$ cat src/rtl/tpg_pkg.sv
package tpg_pkg;
  localparam int POS_W  = 12;
  localparam int WORD_W = 2 * POS_W;

  typedef logic [POS_W-1:0]  pos_t;
  typedef logic [WORD_W-1:0] word_t;

  // Power-on pattern words: {second, first}
  localparam word_t GATE_DEF0 = {12'd370, 12'd80};
  localparam word_t GATE_DEF1 = {12'd780, 12'd490};
  localparam word_t SUB_DEF0  = {12'd720, 12'd540};
  localparam word_t SUB_DEF1  = {12'd860, 12'd830};

  function automatic pos_t first_pos(input word_t w);
    return w[POS_W-1:0];
  endfunction

  function automatic pos_t second_pos(input word_t w);
    return w[WORD_W-1:POS_W];
  endfunction

  // High from the earlier toggle up to, but not including, the later one
  function automatic logic in_window(input pos_t cnt, input pos_t a, input pos_t b);
    pos_t lo;
    pos_t hi;
    lo = (a < b) ? a : b;
    hi = (a < b) ? b : a;
    return (cnt >= lo) && (cnt < hi);
  endfunction
endpackage

$ cat src/rtl/tpg_counter.sv
module tpg_counter
  import tpg_pkg::*;
(
  input  logic clk,
  input  logic rst_n,
  input  logic start,
  output pos_t cnt
);
  localparam pos_t CNT_MAX = '1;

  logic at_max;
  assign at_max = (cnt == CNT_MAX);

  always_ff @(posedge clk or negedge rst_n) begin
    if (!rst_n)      cnt <= CNT_MAX;
    else if (start)  cnt <= '0;
    else if (!at_max) cnt <= cnt + 1'b1;
  end

  AST_CNT_CLEAR: assert property (@(posedge clk) disable iff (!rst_n)
    start |=> (cnt == '0));
  AST_CNT_STEP: assert property (@(posedge clk) disable iff (!rst_n)
    (!start && !at_max) |=> (cnt == $past(cnt) + 1'b1));
  AST_CNT_HOLD: assert property (@(posedge clk) disable iff (!rst_n)
    (!start && at_max) |=> (cnt == CNT_MAX));
endmodule

$ cat src/rtl/tpg_channel.sv
module tpg_channel
  import tpg_pkg::*;
(
  input  logic  clk,
  input  logic  rst_n,
  input  logic  start,
  input  pos_t  cnt,
  input  logic  sel,
  input  word_t word0,
  input  word_t word1,
  input  logic  en,
  input  logic  inv,
  output logic  pulse
);
  logic  sel_q;
  word_t word_act;
  pos_t  pos_a;
  pos_t  pos_b;
  logic  win;
  logic  level;

  always_ff @(posedge clk or negedge rst_n) begin
    if (!rst_n)     sel_q <= 1'b0;
    else if (start) sel_q <= sel;
  end

  assign word_act = sel_q ? word1 : word0;
  assign pos_a    = first_pos(word_act);
  assign pos_b    = second_pos(word_act);
  assign win      = in_window(cnt, pos_a, pos_b);
  assign level    = en & win;

  always_ff @(posedge clk or negedge rst_n) begin
    if (!rst_n) pulse <= 1'b0;
    else        pulse <= inv ^ level;
  end

  AST_SEL_HOLD: assert property (@(posedge clk) disable iff (!rst_n)
    !start |=> $stable(sel_q));
  AST_IDLE_LEVEL: assert property (@(posedge clk) disable iff (!rst_n)
    !en |=> (pulse == $past(inv)));
  AST_EQUAL_LOW: assert property (@(posedge clk) disable iff (!rst_n)
    (pos_a == pos_b) |=> (pulse == $past(inv)));
endmodule

$ cat src/rtl/tpg_top.sv
module tpg_top
  import tpg_pkg::*;
(
  input  logic        clk,
  input  logic        rst_n,
  input  logic        line_start,
  input  logic        pulse_en,
  input  logic        invert,
  input  logic [1:0]  pat_sel,
  input  logic [23:0] gate_word0,
  input  logic [23:0] gate_word1,
  input  logic [23:0] sub_word0,
  input  logic [23:0] sub_word1,
  output logic        gate_out,
  output logic        sub_out
);
  localparam int NCH = 2;

  pos_t  cnt;
  word_t w0 [NCH];
  word_t w1 [NCH];
  logic  outs [NCH];

  assign w0[0] = gate_word0;
  assign w1[0] = gate_word1;
  assign w0[1] = sub_word0;
  assign w1[1] = sub_word1;

  tpg_counter u_cnt (
    .clk   (clk),
    .rst_n (rst_n),
    .start (line_start),
    .cnt   (cnt)
  );

  for (genvar c = 0; c < NCH; c++) begin : g_ch
    tpg_channel u_ch (
      .clk   (clk),
      .rst_n (rst_n),
      .start (line_start),
      .cnt   (cnt),
      .sel   (pat_sel[c]),
      .word0 (w0[c]),
      .word1 (w1[c]),
      .en    (pulse_en),
      .inv   (invert),
      .pulse (outs[c])
    );
  end

  assign gate_out = outs[0];
  assign sub_out  = outs[1];

  AST_RESET_LOW: assert property (@(posedge clk)
    !rst_n |-> (!gate_out && !sub_out));
endmodule

$ cat config.mk
export PLATFORM = sky130hd
export DESIGN_NAME = tpg_top
export DESIGN_NICKNAME = d
export VERILOG_FILES = /design/src/rtl/tpg_pkg.sv /design/src/rtl/tpg_counter.sv /design/src/rtl/tpg_channel.sv /design/src/rtl/tpg_top.sv
export SDC_FILE = /design/constraint.sdc
export NUM_CORES = 1
export LEC_CHECK = 0
export BUFFER_PORTS_ARGS = -buffer_cell sky130_fd_sc_hd__buf_2
export CAP_MARGIN = 20
export CORE_AREA = 2 2 93 95
export CTS_BUF_LIST = sky130_fd_sc_hd__clkbuf_8
export CTS_CLUSTER_SIZE = 20
export DETAILED_ROUTE_END_ITERATION = 8
export DIE_AREA = 0 0 95 97
export PLACE_DENSITY = 0.75
export SYNTH_ARGS = -nofsm -noshare
export SYNTH_HDL_FRONTEND = slang
export SYNTH_SLANG_ARGS = --single-unit
export TNS_END_PERCENT = 10
$ cat constraint.sdc
create_clock -name clk -period 9.9 [get_ports clk]
set_input_delay 1.98 -clock clk [delete_from_list [all_inputs] [get_ports clk]]
set_output_delay 1.98 -clock clk [all_outputs]
set_load 0.02 [all_outputs]
=== After elaboration in Yosys (flattened, before gate mapping) ===
Index checks and enable logic that the tools add are counted.

* Add/sub/neg operators: 1
* Order comparisons: 6
* Equality and inequality tests: 2
* Mux-type cells: 8
* Bitwise logic cells: 4
* Reductions and logical operators: 2

{| class="wikitable"
|+ Operators by type and width
! operator !! number
|-
| 2-to-1 mux 12 bit || 6
|-
| < comparator 12 bit || 4
|-
| 2-to-1 mux 24 bit || 2
|-
| >= comparator 12 bit || 2
|-
| adder 12 x 1 -> 12 bit (second input constant) || 1
|-
| == test 12 bit (second input constant) || 1
|-
| bitwise AND 1 bit || 2
|-
| logical AND 1 bit || 2
|-
| != test 2 bit (second input constant) || 1
|-
| bitwise XOR 1 bit || 2
|}

* Register bits: 16
* Bits of input ports: 103
* Word-level logic and storage cells: 28

=== Depth between registers and ports, before layout ===
Gate-level depths: netlist of run 1.

* Depth after elaboration: 7
* Mapped depth: 20
* Gate-level depth less buffers: 16

=== Hierarchy ===
A second synthesis of run 1 with hierarchy kept.

* Cell total of the unflattened synthesis: 396
* Area, all modules: 3,613.5 sq um

{| class="wikitable"
|+ Modules (own cells, without submodules)
! module !! instances !! cells each !! area each (sq um)
|-
| tpg_channel || 2 || 165 || 1,467.7
|-
| tpg_counter || 1 || 66 || 678.2
|}

=== Least setup slack after synthesis of run 1 ===
OpenSTA, ideal clock, no wires.

* Kind: input -> register
* From: input gate_word1[3]
* To: register g_ch[0].u_ch.pulse
* Setup time: 0.139 ns
* Arrival: 5.629 ns
* Required time: 9.761 ns
* Setup slack: 4.133 ns
* Stages on the path: 16
* Buffers on the path: 2
* Cells stage by stage: mux2_2 -> ha_1 -> nand3_1 -> a211o_1 -> a2111oi_4 -> or2_1 -> buf_2 -> buf_4 -> mux2i_1 -> ha_1 -> a21oi_1 -> o21ai_0 -> a221o_1 -> nor2_1 -> mux2_2 -> or4b_1

* Word-level cells in the longest chain between the ends: 7
* Elaborated cells on any way between the ends: 9
* Classes of those cells: order compare: 3; mux: 3; bitwise: 2; reduce/logical: 1

{| class="wikitable"
|+ Ends and longest elaborated chain
! element !! line !! source
|-
| start: declaration || tpg_top.sv:11 || <nowiki>input logic [23:0] gate_word1,</nowiki>
|-
| 2-to-1 mux 24 bit (*) || tpg_channel.sv:27 || <nowiki>assign word_act = sel_q ? word1 : word0;</nowiki>
|-
| < comparator 12 bit || tpg_pkg.sv:26, tpg_pkg.sv:27 ||
|-
| 2-to-1 mux 12 bit, on equally long branches || tpg_pkg.sv:26, tpg_pkg.sv:27 ||
|-
| >= comparator 12 bit or < comparator 12 bit (tied branches) || tpg_pkg.sv:28 || <nowiki>return (cnt >= lo) && (cnt < hi);</nowiki>
|-
| logical AND 1 bit (*) || tpg_pkg.sv:28 ||
|-
| bitwise AND 1 bit (*) || tpg_channel.sv:31 || <nowiki>assign level = en & win;</nowiki>
|-
| bitwise XOR 1 bit (*) || tpg_channel.sv:35 || <nowiki>else pulse <= inv ^ level;</nowiki>
|-
| end signal: assignment || tpg_channel.sv:35 ||
|-
| end: declaration || tpg_channel.sv:13 || <nowiki>output logic pulse</nowiki>
|}

Every way passes the cells marked *; elsewhere a longest branch is shown, timed or not.
A chain may end at the register's enable or synchronous reset.

=== Worst setup path after layout of run 1 ===
Ends and elaborated chain as after synthesis.

==> impl_metrics.json, run 1 <==
{
  "place_inst": 608,
  "cp_slowest_stage_delay_ns": 0.51,
  "grt_pass1_wl_um": 13800,
  "grt_pass1_vias": 3279,
  "synth_edf_count": 0,
  "ys_top_cells_by_area": "ha_1 25%, mux2_2 16%, dfstp_2 8.9%, mux2i_1 7.4%, nand2_1 4.4%",
  "rsz0062_at_grt": "no",
  "maxSlewHeadroom": 0.316,
  "drt-total-wl_um": 8360,
  "min_period_over_period": 0.611,
  "clk_path_buf_depth": 2,
  "crit_path_max_fanout": 24,
  "status": "complete, no violations",
  "min_period_ns": 6.04,
  "drt_iter0_markers": 68,
  "firstDrtPassIters": 4,
  "ys_seq_elements": 16,
  "critPathBufInv": 2,
  "die-width_um": 95,
  "netlist.area_leader.share": 0.245,
  "cts_num_sinks": 16,
  "fp-row-count": 33,
  "async_flop_share": 1.00,
  "crit_chain": "buf_2, mux2_2, ha_1, nand3_1, a211o_1, a2111oi_4, or2_1, buf_16, mux2i_1, ha_1, a21oi_1, o21ai_0, a221o_1, nor2_1, mux2_2, or4b_1",
  "hpwl_um": 7090,
  "clockRootBuffer": "clkbuf_8",
  "synth-compound-area-share": 0.159,
  "yosys.area_share.xor_xnor": 0.0174,
  "synth-simple-area-share": 0.161,
  "area_growth_pct": 19.0,
  "gp_congestion": 0.864,
  "layout_commonest_cell": "buf_2",
  "min_path_type": "register to register",
  "num_io_pins": 105,
  "cts_made_buffers": 3,
  "dieHeight_um": 97,
  "seq_area_frac_synth": 0.118,
  "syn_avg_cell_area_um2": 8.45,
  "finalNonFillerCells": 614,
  "synth_cell_types": 53,
  "fmax_mhz": 165,
  "cp.arrival_ns": 6.17,
  "pwr_density_cell_nw_per_um2": 92.7,
  "finalSetupViolCount": 0,
  "detail-route-antenna-nets": 0,
  "critPathSlowestCell": "or4b_1",
  "ir_drop_v": 0.0000498,
  "post_cts.repair.setup_buffers": 0,
  "synth_area_leader_cell": "ha_1",
  "critPathRequiredTime_ns": 10.03,
  "clk_latency_ns": 0.25,
  "layout.nets": 682,
  "max_cap_viol_count": 0,
  "portBuffers": 104,
  "yosysWarningCount": 0,
  "htreeDepth": 1,
  "grt_start_max_net_pins": 35,
  "dpl_cell_area_um2": 4080,
  "diodes": 0,
  "final_cell_mix": "104 x buf_2, 69 x ha_1, 50 x mux2_2, 41 x nand2_1, 27 x o21ai_0",
  "crit_family": "simple AND/OR/NAND/NOR gates",
  "finalInstanceArea_um2": 4190,
  "synth_top_family_by_area": "multiplexers",
  "synthMuxAreaShare": 0.246,
  "hold_viol": 0,
  "start_util": 0.433,
  "crit_type": "input port to register",
  "tritoncts": "done",
  "postCtsHoldBufs": 0,
  "setup-tns-final_ns": 0,
  "dieArea_um2": 9220,
  "ys.flop_type": "dfstp_2",
  "leakagePower_uw": 0.00210,
  "synth_area_um2": 3520,
  "synth_nets": 589,
  "via_per_inst": 5.53,
  "dr_total_vias": 3396,
  "synthAdderAreaFrac": 0.245,
  "core_um2": 8130,
  "drc": 0,
  "slew_violations": 0,
  "finClkSkew_ns": 0.000644,
  "tightest_slew_ns": 1.03,
  "clk_pin_slew_ns": 0.06,
  "post_route_cells_drive_above_1_share": 0.346,
  "grt.total_usage": 0.180,
  "antenna_found_initial": 0,
  "worstSetupEndpointType": "register",
  "postCtsResizedCells": 0,
  "grt-ovfl-total": 0,
  "drt-wirelength-per-cell_um": 13.6,
  "start_kind": "input port",
  "syn_inst": 417,
  "power.total_uw": 388
}
==> layer usage <==
metal | GRT usage | up-vias | part of all wire
met3 | 0.0125 | 9 | 0.067
met4 | 0.0647 | 0 | 0.016
met5 | 0 | - | 0
li1 | - | 1729 | -
met1 | 0.234 | 1526 | 0.46
met2 | 0.309 | 132 | 0.46
==> through the flow <==
stage	util	setup WS [ns]	hold WS, ns
floorplan	-	4.13	0.548
global placement	0.502	3.40	0.570
detailed placement	0.502	3.23	0.576
CTS	0.509	3.51	0.585
global route	0.515	3.64	0.649
finish	0.515	3.86	0.584
==> power by group <==
part	leakage, µW	switching [µW]	internal (µW)
registers	0.000169	10.2	68.6
logic	0.00190	127	124
clock network	0.0000288	22.7	35.3
==> layout make-up <==
class                           count  area, µm²
Fill cell                         752       3940
Multi-Input combinational cell    358       2920
Timing Repair Buffer              106        576
Sequential cell                    16        415
Tap cell                          105        131
Inverter                           25       93.8
Clock buffer                        4       55.1
==> cell usage after synthesis (3+ instances only) <==
cell type / number
xor2_1: 5
mux2_2: 50
o21ai_1: 11
dfstp_2: 12
o21a_1: 8
nand3_1: 13
mux2i_1: 26
o21ai_0: 27
inv_1: 25
dfrtp_1: 4
a21o_1: 3
ha_1: 69
buf_4: 3
nor2_1: 24
a21oi_1: 20
nand4_1: 7
and4_1: 5
buf_2: 6
clkbuf_1: 6
nor3_1: 7
nand2_1: 41
==> path summary, 6_finish.rpt <==
| check | cells after the start | startpoint | slack (ns) | endpoint |
|---|---|---|---|---|
| hold reg to reg | 2 | u_cnt.cnt[0]$_DFFE_PN1P_ | 0.58 | u_cnt.cnt[0]$_DFFE_PN1P_ |
| setup / recovery | 16 | gate_word1[3] | 3.86 | g_ch[0].u_ch.pulse$_DFF_PN0_ |
| hold / removal | 2 | u_cnt.cnt[0]$_DFFE_PN1P_ | 0.58 | u_cnt.cnt[0]$_DFFE_PN1P_ |
| setup reg to reg | 15 | g_ch[0].u_ch.sel_q$_DFFE_PN0P_ | 4.49 | g_ch[0].u_ch.pulse$_DFF_PN0_ |
| min in group asynchronous | 1 | rst_n | 1.62 | g_ch[1].u_ch.sel_q$_DFFE_PN0P_ |
| max in group asynchronous | 1 | rst_n | 7.99 | u_cnt.cnt[0]$_DFFE_PN1P_ |
==> cell families (layout without fill, tap and decap cells) <==
kind of cell | after synthesis | count (layout)
buf+inv | 43 | 135
fa+ha+maj | 69 | 69
compound gates | 88 | 88
simple gates | 116 | 116
xor+xnor | 7 | 7
flops | 16 | 16
mux | 78 | 78
==> registers in the layout (all words and copies together), names as in the netlist <==
name and flops:
g_ch.u_ch.pulse 2, g_ch.u_ch.sel_q 2, u_cnt.cnt 12
==> worst reg2reg max path: cells and delay by family, from the launching register on <==
| family | cells | cell delay, ns |
|---|---|---|
| flip-flops | 1 | 1.01 |
| buffers and inverters | 1 | 0.23 |
| adder cells (fa/ha/maj) | 2 | 0.58 |
| AO/OA/AOI/OAI | 5 | 1.21 |
| AND/OR/NAND/NOR | 4 | 1.23 |
| multiplexers | 3 | 1.01 |
(Power assumes the default switching activity.)
==> run 2, diff against run 1 <==
--- a/config.mk
+++ b/config.mk
@@ -12,7 +12,7 @@
 export CTS_CLUSTER_SIZE = 20
 export DETAILED_ROUTE_END_ITERATION = 8
 export DIE_AREA = 0 0 95 97
-export PLACE_DENSITY = 0.75
+export PLACE_DENSITY = 0.77
 export SYNTH_ARGS = -nofsm -noshare
 export SYNTH_HDL_FRONTEND = slang
 export SYNTH_SLANG_ARGS = --single-unit
==> constraint.sdc (replaced) <==
create_clock -name clk -period 5.5 [get_ports clk]
set_input_delay 1.1 -clock clk [delete_from_list [all_inputs] [get_ports clk]]
set_output_delay 1.1 -clock clk [all_outputs]
set_load 0.02 [all_outputs]
==> impl_metrics.json, run 2 (same netlist as run 1, synthesis figures left out) <==
{
  "htreeDepth": 1,
  "clockRootBuffer": "clkbuf_8",
  "start_util": 0.433,
  "grt.total_usage": 0.171,
  "dr_total_vias": 3381,
  "fillers": 777,
  "final_cell_mix": "104 x buf_2, 69 x ha_1, 50 x mux2_2, 41 x nand2_1, 27 x o21ai_0",
  "min_period_ns": 4.96,
  "finalSetupViolCount": 0,
  "dieArea_um2": 9220,
  "top_register": "u_cnt.cnt",
  "drt-wirelength-per-cell_um": 13.2,
  "dpl_cell_area_um2": 4110,
  "clk_pin_slew_ns": 0.06,
  "max_cap_viol_count": 0,
  "hold_viol": 0,
  "fp-row-count": 33,
  "crit_type": "input port to register",
  "cts_made_buffers": 3,
  "layout_commonest_cell": "buf_2",
  "seqCellArea_um2": 415,
  "core_um2": 8130,
  "status": "complete, no violations",
  "ir_drop_v": 0.000111,
  "die-width_um": 95,
  "hpwl_um": 7080,
  "clk_path_buf_depth": 2,
  "grt_pass1_vias": 3103,
  "grt-ovfl-total": 0,
  "leakagePower_uw": 0.00209,
  "fmax_mhz": 202,
  "largest_reg_flops": 12,
  "critPathRequiredTime_ns": 5.62,
  "drt-total-wl_um": 8150,
  "post_route_cells_drive_above_1_share": 0.346,
  "area_growth_pct": 18.0,
  "layout.nets": 684,
  "drc": 0,
  "post_cts.repair.setup_buffers": 0,
  "tightest_slew_ns": 0.602,
  "finalInstanceArea_um2": 4160,
  "grt_start_max_net_pins": 35,
  "antenna_found_initial": 0,
  "slew_violations": 0,
  "largestRegisters": "u_cnt.cnt (12), g_ch.u_ch.pulse (2), g_ch.u_ch.sel_q (2)",
  "portBuffers": 104,
  "clk_latency_ns": 0.25,
  "crit_path_max_fanout": 34,
  "tritoncts": "done",
  "diodes": 0,
  "postCtsHoldBufs": 0,
  "gp_congestion": 0.892,
  "cts_num_sinks": 16,
  "worstSetupEndpointType": "register",
  "dieHeight_um": 97,
  "maxSlewHeadroom": 0.599,
  "start_kind": "input port",
  "min_path_type": "register to register",
  "pwr_density_cell_nw_per_um2": 160,
  "via_per_inst": 5.49,
  "min_period_over_period": 0.901,
  "num_io_pins": 105,
  "firstDrtPassIters": 4,
  "rsz0062_at_grt": "no",
  "finClkSkew_ns": 0.00865,
  "drt_iter0_markers": 114,
  "setup-tns-final_ns": 0,
  "detail-route-antenna-nets": 0,
  "grt_pass1_wl_um": 13200,
  "postCtsResizedCells": 0,
  "cp.arrival_ns": 5.08,
  "multi_input_area_um2": 2920
}
run 2: changes by cell type in the layout (fill, tap and decap cells not counted):
cell,change
buf_4,+4
clkbuf_8,-1
inv_1,+1
buf_16,-2
run 2: routing by layer:
layer  vias up  global-route usage  wire length [µm]
met2       130               0.297              3670
met5         -                   0                 0
met3        10             0.00701               503
met4         0              0.0424               108
met1      1509               0.231              3870
li1       1732                   -                 -
run 2: report_power, final:
group,internal [µW],leakage [µW],total (µW),switching (µW)
sequential,124,0.000169,133,8.91
combinational,210,0.00190,444,234
clock,49.4,0.0000269,87.3,37.9
run 2: area by class of cell:
class                   instances  area share
clock buffers                   3     0.00993
repair buffers                108       0.132
inverters                      25      0.0226
flip-flops and latches         16      0.0999
multi-input cells             358       0.703
clock inverters                 1    0.000903
well taps                     105      0.0316
run 2: critical path, stage by stage:
cell and delay (ns):
buf_2 0.09, mux2_2 0.28, ha_1 0.30, nand3_1 0.07, a211o_1 0.26, a2111oi_4 0.34, or2_1 0.16, buf_4 0.34
mux2i_1 0.24, ha_1 0.26, a21oi_1 0.15, o21ai_0 0.10, a221o_1 0.37, nor2_1 0.14, mux2_2 0.34, or4b_1 0.51
run 2: worst paths after layout:
check / to / slack, ns / depth (start not counted) / startpoint
setup / recovery: g_ch[0].u_ch.pulse$_DFF_PN0_ / 0.54 / 16 / gate_word1[3]
hold / removal: g_ch[0].u_ch.sel_q$_DFFE_PN0P_ / 0.52 / 1 / g_ch[0].u_ch.sel_q$_DFFE_PN0P_
setup reg to reg: g_ch[1].u_ch.pulse$_DFF_PN0_ / 0.70 / 16 / g_ch[1].u_ch.sel_q$_DFFE_PN0P_
hold reg to reg: g_ch[0].u_ch.sel_q$_DFFE_PN0P_ / 0.52 / 1 / g_ch[0].u_ch.sel_q$_DFFE_PN0P_
max in group asynchronous: u_cnt.cnt[5]$_DFFE_PN1P_ / 4.45 / 1 / rst_n
min in group asynchronous: g_ch[0].u_ch.pulse$_DFF_PN0_ / 0.75 / 1 / rst_n
run 2: per-stage QoR:
step	util	instances	hold WS, ns	power, µW	setup slack, ns
global route	0.511	616	0.559	732	0.214
global placement	0.505	612	0.505	556	0.404
detailed placement	0.505	612	0.506	579	0.248
finish	0.511	616	0.517	664	0.543
floorplan	-	417	0.548	472	0.613
CTS	0.511	616	0.521	667	0.524
==> run 3, diff against run 2 <==
--- a/config.mk
+++ b/config.mk
@@ -5,14 +5,15 @@
 export SDC_FILE = /design/constraint.sdc
 export NUM_CORES = 1
 export LEC_CHECK = 0
+export ABC_AREA = 1
 export BUFFER_PORTS_ARGS = -buffer_cell sky130_fd_sc_hd__buf_2
 export CAP_MARGIN = 20
-export CORE_AREA = 2 2 93 95
+export CORE_AREA = 2 2 90 92
 export CTS_BUF_LIST = sky130_fd_sc_hd__clkbuf_8
 export CTS_CLUSTER_SIZE = 20
 export DETAILED_ROUTE_END_ITERATION = 8
-export DIE_AREA = 0 0 95 97
-export PLACE_DENSITY = 0.77
+export DIE_AREA = 0 0 92 94
+export PLACE_DENSITY = 0.78
 export SYNTH_ARGS = -nofsm -noshare
 export SYNTH_HDL_FRONTEND = slang
 export SYNTH_SLANG_ARGS = --single-unit
==> impl_metrics.json, run 3 <==
{
  "drc": 0,
  "r2r_setup_slack_ns": 1.10,
  "seq_area_frac_synth": 0.125,
  "grt-ovfl-total": 0,
  "max_cap_viol_count": 0,
  "dieArea_um2": 8650,
  "ys_top_cells_by_area": "ha_1 26%, nand2_1 22%, dfstp_2 9.5%, o21ai_0 9.0%, mux2i_1 6.6%",
  "fin_ws_ns": 1.10,
  "start_util": 0.436,
  "dpl_cell_area_um2": 3880,
  "hold-path-endpoint": "u_cnt.cnt[4]$_DFFE_PN1P_",
  "clk_path_buf_depth": 2,
  "setup-tns-final_ns": 0,
  "worstSetupEndpointType": "register",
  "final_cell_mix": "195 x nand2_1, 104 x buf_2, 69 x ha_1, 60 x o21ai_0, 43 x inv_1",
  "power_frac_seq": 0.216,
  "critPathRequiredTime_ns": 5.65,
  "clk_latency_ns": 0.25,
  "netlist.area_leader.share": 0.260,
  "pre_cts_ws_ns": 1.08,
  "cts_made_buffers": 3,
  "async_flop_share": 1.00,
  "switching_share": 0.461,
  "largestRegisters": "u_cnt.cnt (12), g_ch.u_ch.pulse (2), g_ch.u_ch.sel_q (2)",
  "ys.flop_type": "dfstp_2",
  "min_period_over_period": 0.800,
  "synth.most_common_cell": "nand2_1",
  "min_path_type": "register to register",
  "core_um2": 7610,
  "p_comb_frac": 0.626,
  "min_period_ns": 4.40,
  "via_per_inst": 5.16,
  "status": "complete, no violations",
  "p_int_uw": 346,
  "crit_type": "register to register",
  "start_kind": "register",
  "fp-row-count": 32,
  "antenna_found_initial": 0,
  "tightest_slew_ns": 1.01,
  "gp_congestion": 0.910,
  "postCtsResizedCells": 0,
  "hold_slack_ns": 0.526,
  "synth_edf_count": 0,
  "syn_inst": 516,
  "drt-total-wl_um": 8040,
  "cp.arrival_ns": 4.54,
  "hold_viol": 0,
  "power.total_uw": 643,
  "cts_num_sinks": 16,
  "pwr_density_cell_nw_per_um2": 163,
  "layout_commonest_cell": "nand2_1",
  "leakagePower_uw": 0.00221,
  "hpwl_um": 7020,
  "finClkSkew_ns": 0.00151,
  "top_register": "u_cnt.cnt",
  "post_cts.repair.setup_buffers": 0,
  "grt_pass1_wl_um": 14200,
  "dieHeight_um": 94,
  "area_growth_pct": 18.6,
  "post_route_cells_drive_above_1_share": 0.214,
  "r2r-start": "g_ch[1].u_ch.sel_q$_DFFE_PN0P_",
  "fillers": 756,
  "htreeDepth": 1,
  "ys_seq_elements": 16,
  "switching_power_uw": 297,
  "finalInstanceArea_um2": 3940,
  "drt-wirelength-per-cell_um": 11.3,
  "largest_reg_flops": 12,
  "synth_nets": 688,
  "tritoncts": "done",
  "whs_path_depth": 2,
  "layout.nets": 780,
  "maxSlewHeadroom": 0.329,
  "grt_pass1_vias": 3549,
  "die-width_um": 92,
  "crit_path_max_fanout": 26,
  "yosysWarningCount": 0,
  "grt.total_usage": 0.192,
  "synth_cell_types": 30,
  "rsz0062_at_grt": "no",
  "synth_area_leader_cell": "ha_1",
  "grt_start_max_net_pins": 27,
  "synth_area_um2": 3320,
  "synth_top_cells_by_count": "195 x nand2_1, 69 x ha_1, 60 x o21ai_0",
  "min_from": "u_cnt.cnt[4]$_DFFE_PN1P_",
  "reg2reg_to": "g_ch[1].u_ch.pulse$_DFF_PN0_",
  "syn_avg_cell_area_um2": 6.43,
  "slew_violations": 0,
  "firstDrtPassIters": 4,
  "num_io_pins": 105,
  "finalSetupViolCount": 0,
  "diodes": 0,
  "ir_drop_v": 0.0000694,
  "clk_pin_slew_ns": 0.06,
  "fmax_mhz": 227,
  "portBuffers": 104,
  "seqCellArea_um2": 415,
  "detail-route-antenna-nets": 0,
  "reg2reg_depth": 20,
  "postCtsHoldBufs": 0,
  "clockRootBuffer": "clkbuf_8",
  "dr_total_vias": 3661,
  "drt_iter0_markers": 119,
  "clkPwrFrac": 0.158,
  "multi_input_area_um2": 2640
}
==> run 3: changes by cell type after synthesis, moves of 10 or more <==
cell,previous run,this run
inv_1,25,43
mux2_2,50,0
nand2_1,41,195
nor2_1,24,14
o21ai_0,27,60
o21ai_1,11,0
==> run 3: worst max path at each step <==
stage / from / end / slack (ns) / depth (start not counted)
CTS: g_ch[1].u_ch.sel_q$_DFFE_PN0P_ / g_ch[1].u_ch.pulse$_DFF_PN0_ / 1.12 / 20
finish: g_ch[1].u_ch.sel_q$_DFFE_PN0P_ / g_ch[1].u_ch.pulse$_DFF_PN0_ / 1.10 / 20
global route: g_ch[1].u_ch.sel_q$_DFFE_PN0P_ / g_ch[1].u_ch.pulse$_DFF_PN0_ / 0.56 / 21
floorplan: sub_word1[17] / g_ch[1].u_ch.pulse$_DFF_PN0_ / 1.75 / 21
detailed placement: gate_word1[23] / g_ch[0].u_ch.pulse$_DFF_PN0_ / 1.08 / 19
global placement: sub_word1[23] / g_ch[1].u_ch.pulse$_DFF_PN0_ / 1.22 / 19
==> run 3: final cells by class <==
class,count,area share
repair buffers,104,0.132
clock buffers,4,0.0140
flip-flops and latches,16,0.106
inverters,45,0.0442
well taps,102,0.0324
multi-input cells,438,0.672
==> run 3: stage by stage <==
| stage | std cells | util |
|---|---|---|
| 3_5_place_dp | 705 | 0.510 |
| 6_report | 709 | 0.517 |
| 2_1_floorplan | 516 | - |
| 4_1_cts | 709 | 0.517 |
| 5_1_grt | 709 | 0.517 |
| 3_3_place_gp | 705 | 0.510 |
==> run 3: worst max-delay path, cell delays in order, from the launching register on <==
cell and delay (ns):
dfrtp_1 1.00, mux2i_1 0.42, ha_1 0.31, nand2_1 0.06, inv_1 0.04, o21ai_0 0.13, a21oi_1 0.09, nor2_1 0.21
nand2_4 0.19, inv_1 0.43, o21ai_0 0.18, ha_1 0.32, nand2_1 0.10, nor2_1 0.05, a211oi_1 0.19, o21a_1 0.15
o21ai_0 0.07, a21oi_1 0.17, nand2_1 0.07, nand2_1 0.05, nand2_1 0.04
==> run 3: power by group through the flow <==
stage / Clock [µW] / Sequential, µW / Combinational, µW
2_1_floorplan: 0 / 129 / 309
3_3_place_gp: 0 / 140 / 379
3_5_place_dp: 0 / 141 / 404
4_1_cts: 103 / 139 / 405
5_1_grt: 111 / 141 / 480
6_report: 102 / 139 / 402
==> run 3: cells by family after synthesis <==
group | synth area share
adders and majority gates | 0.260
and+or+nand+nor | 0.289
muxes | 0.0664
buffers and inverters | 0.0781
DFF | 0.125
AOI/OAI and AO/OA | 0.181
==> run 3: per-layer routing <==
| layer | GRT usage | vias up | wire, µm |
|---|---|---|---|
| met5 | 0 | - | 0 |
| met1 | 0.236 | 1578 | 3750 |
| met4 | 0.0622 | 0 | 156 |
| met2 | 0.357 | 137 | 3650 |
| li1 | - | 1928 | - |
| met3 | 0.0112 | 18 | 475 |
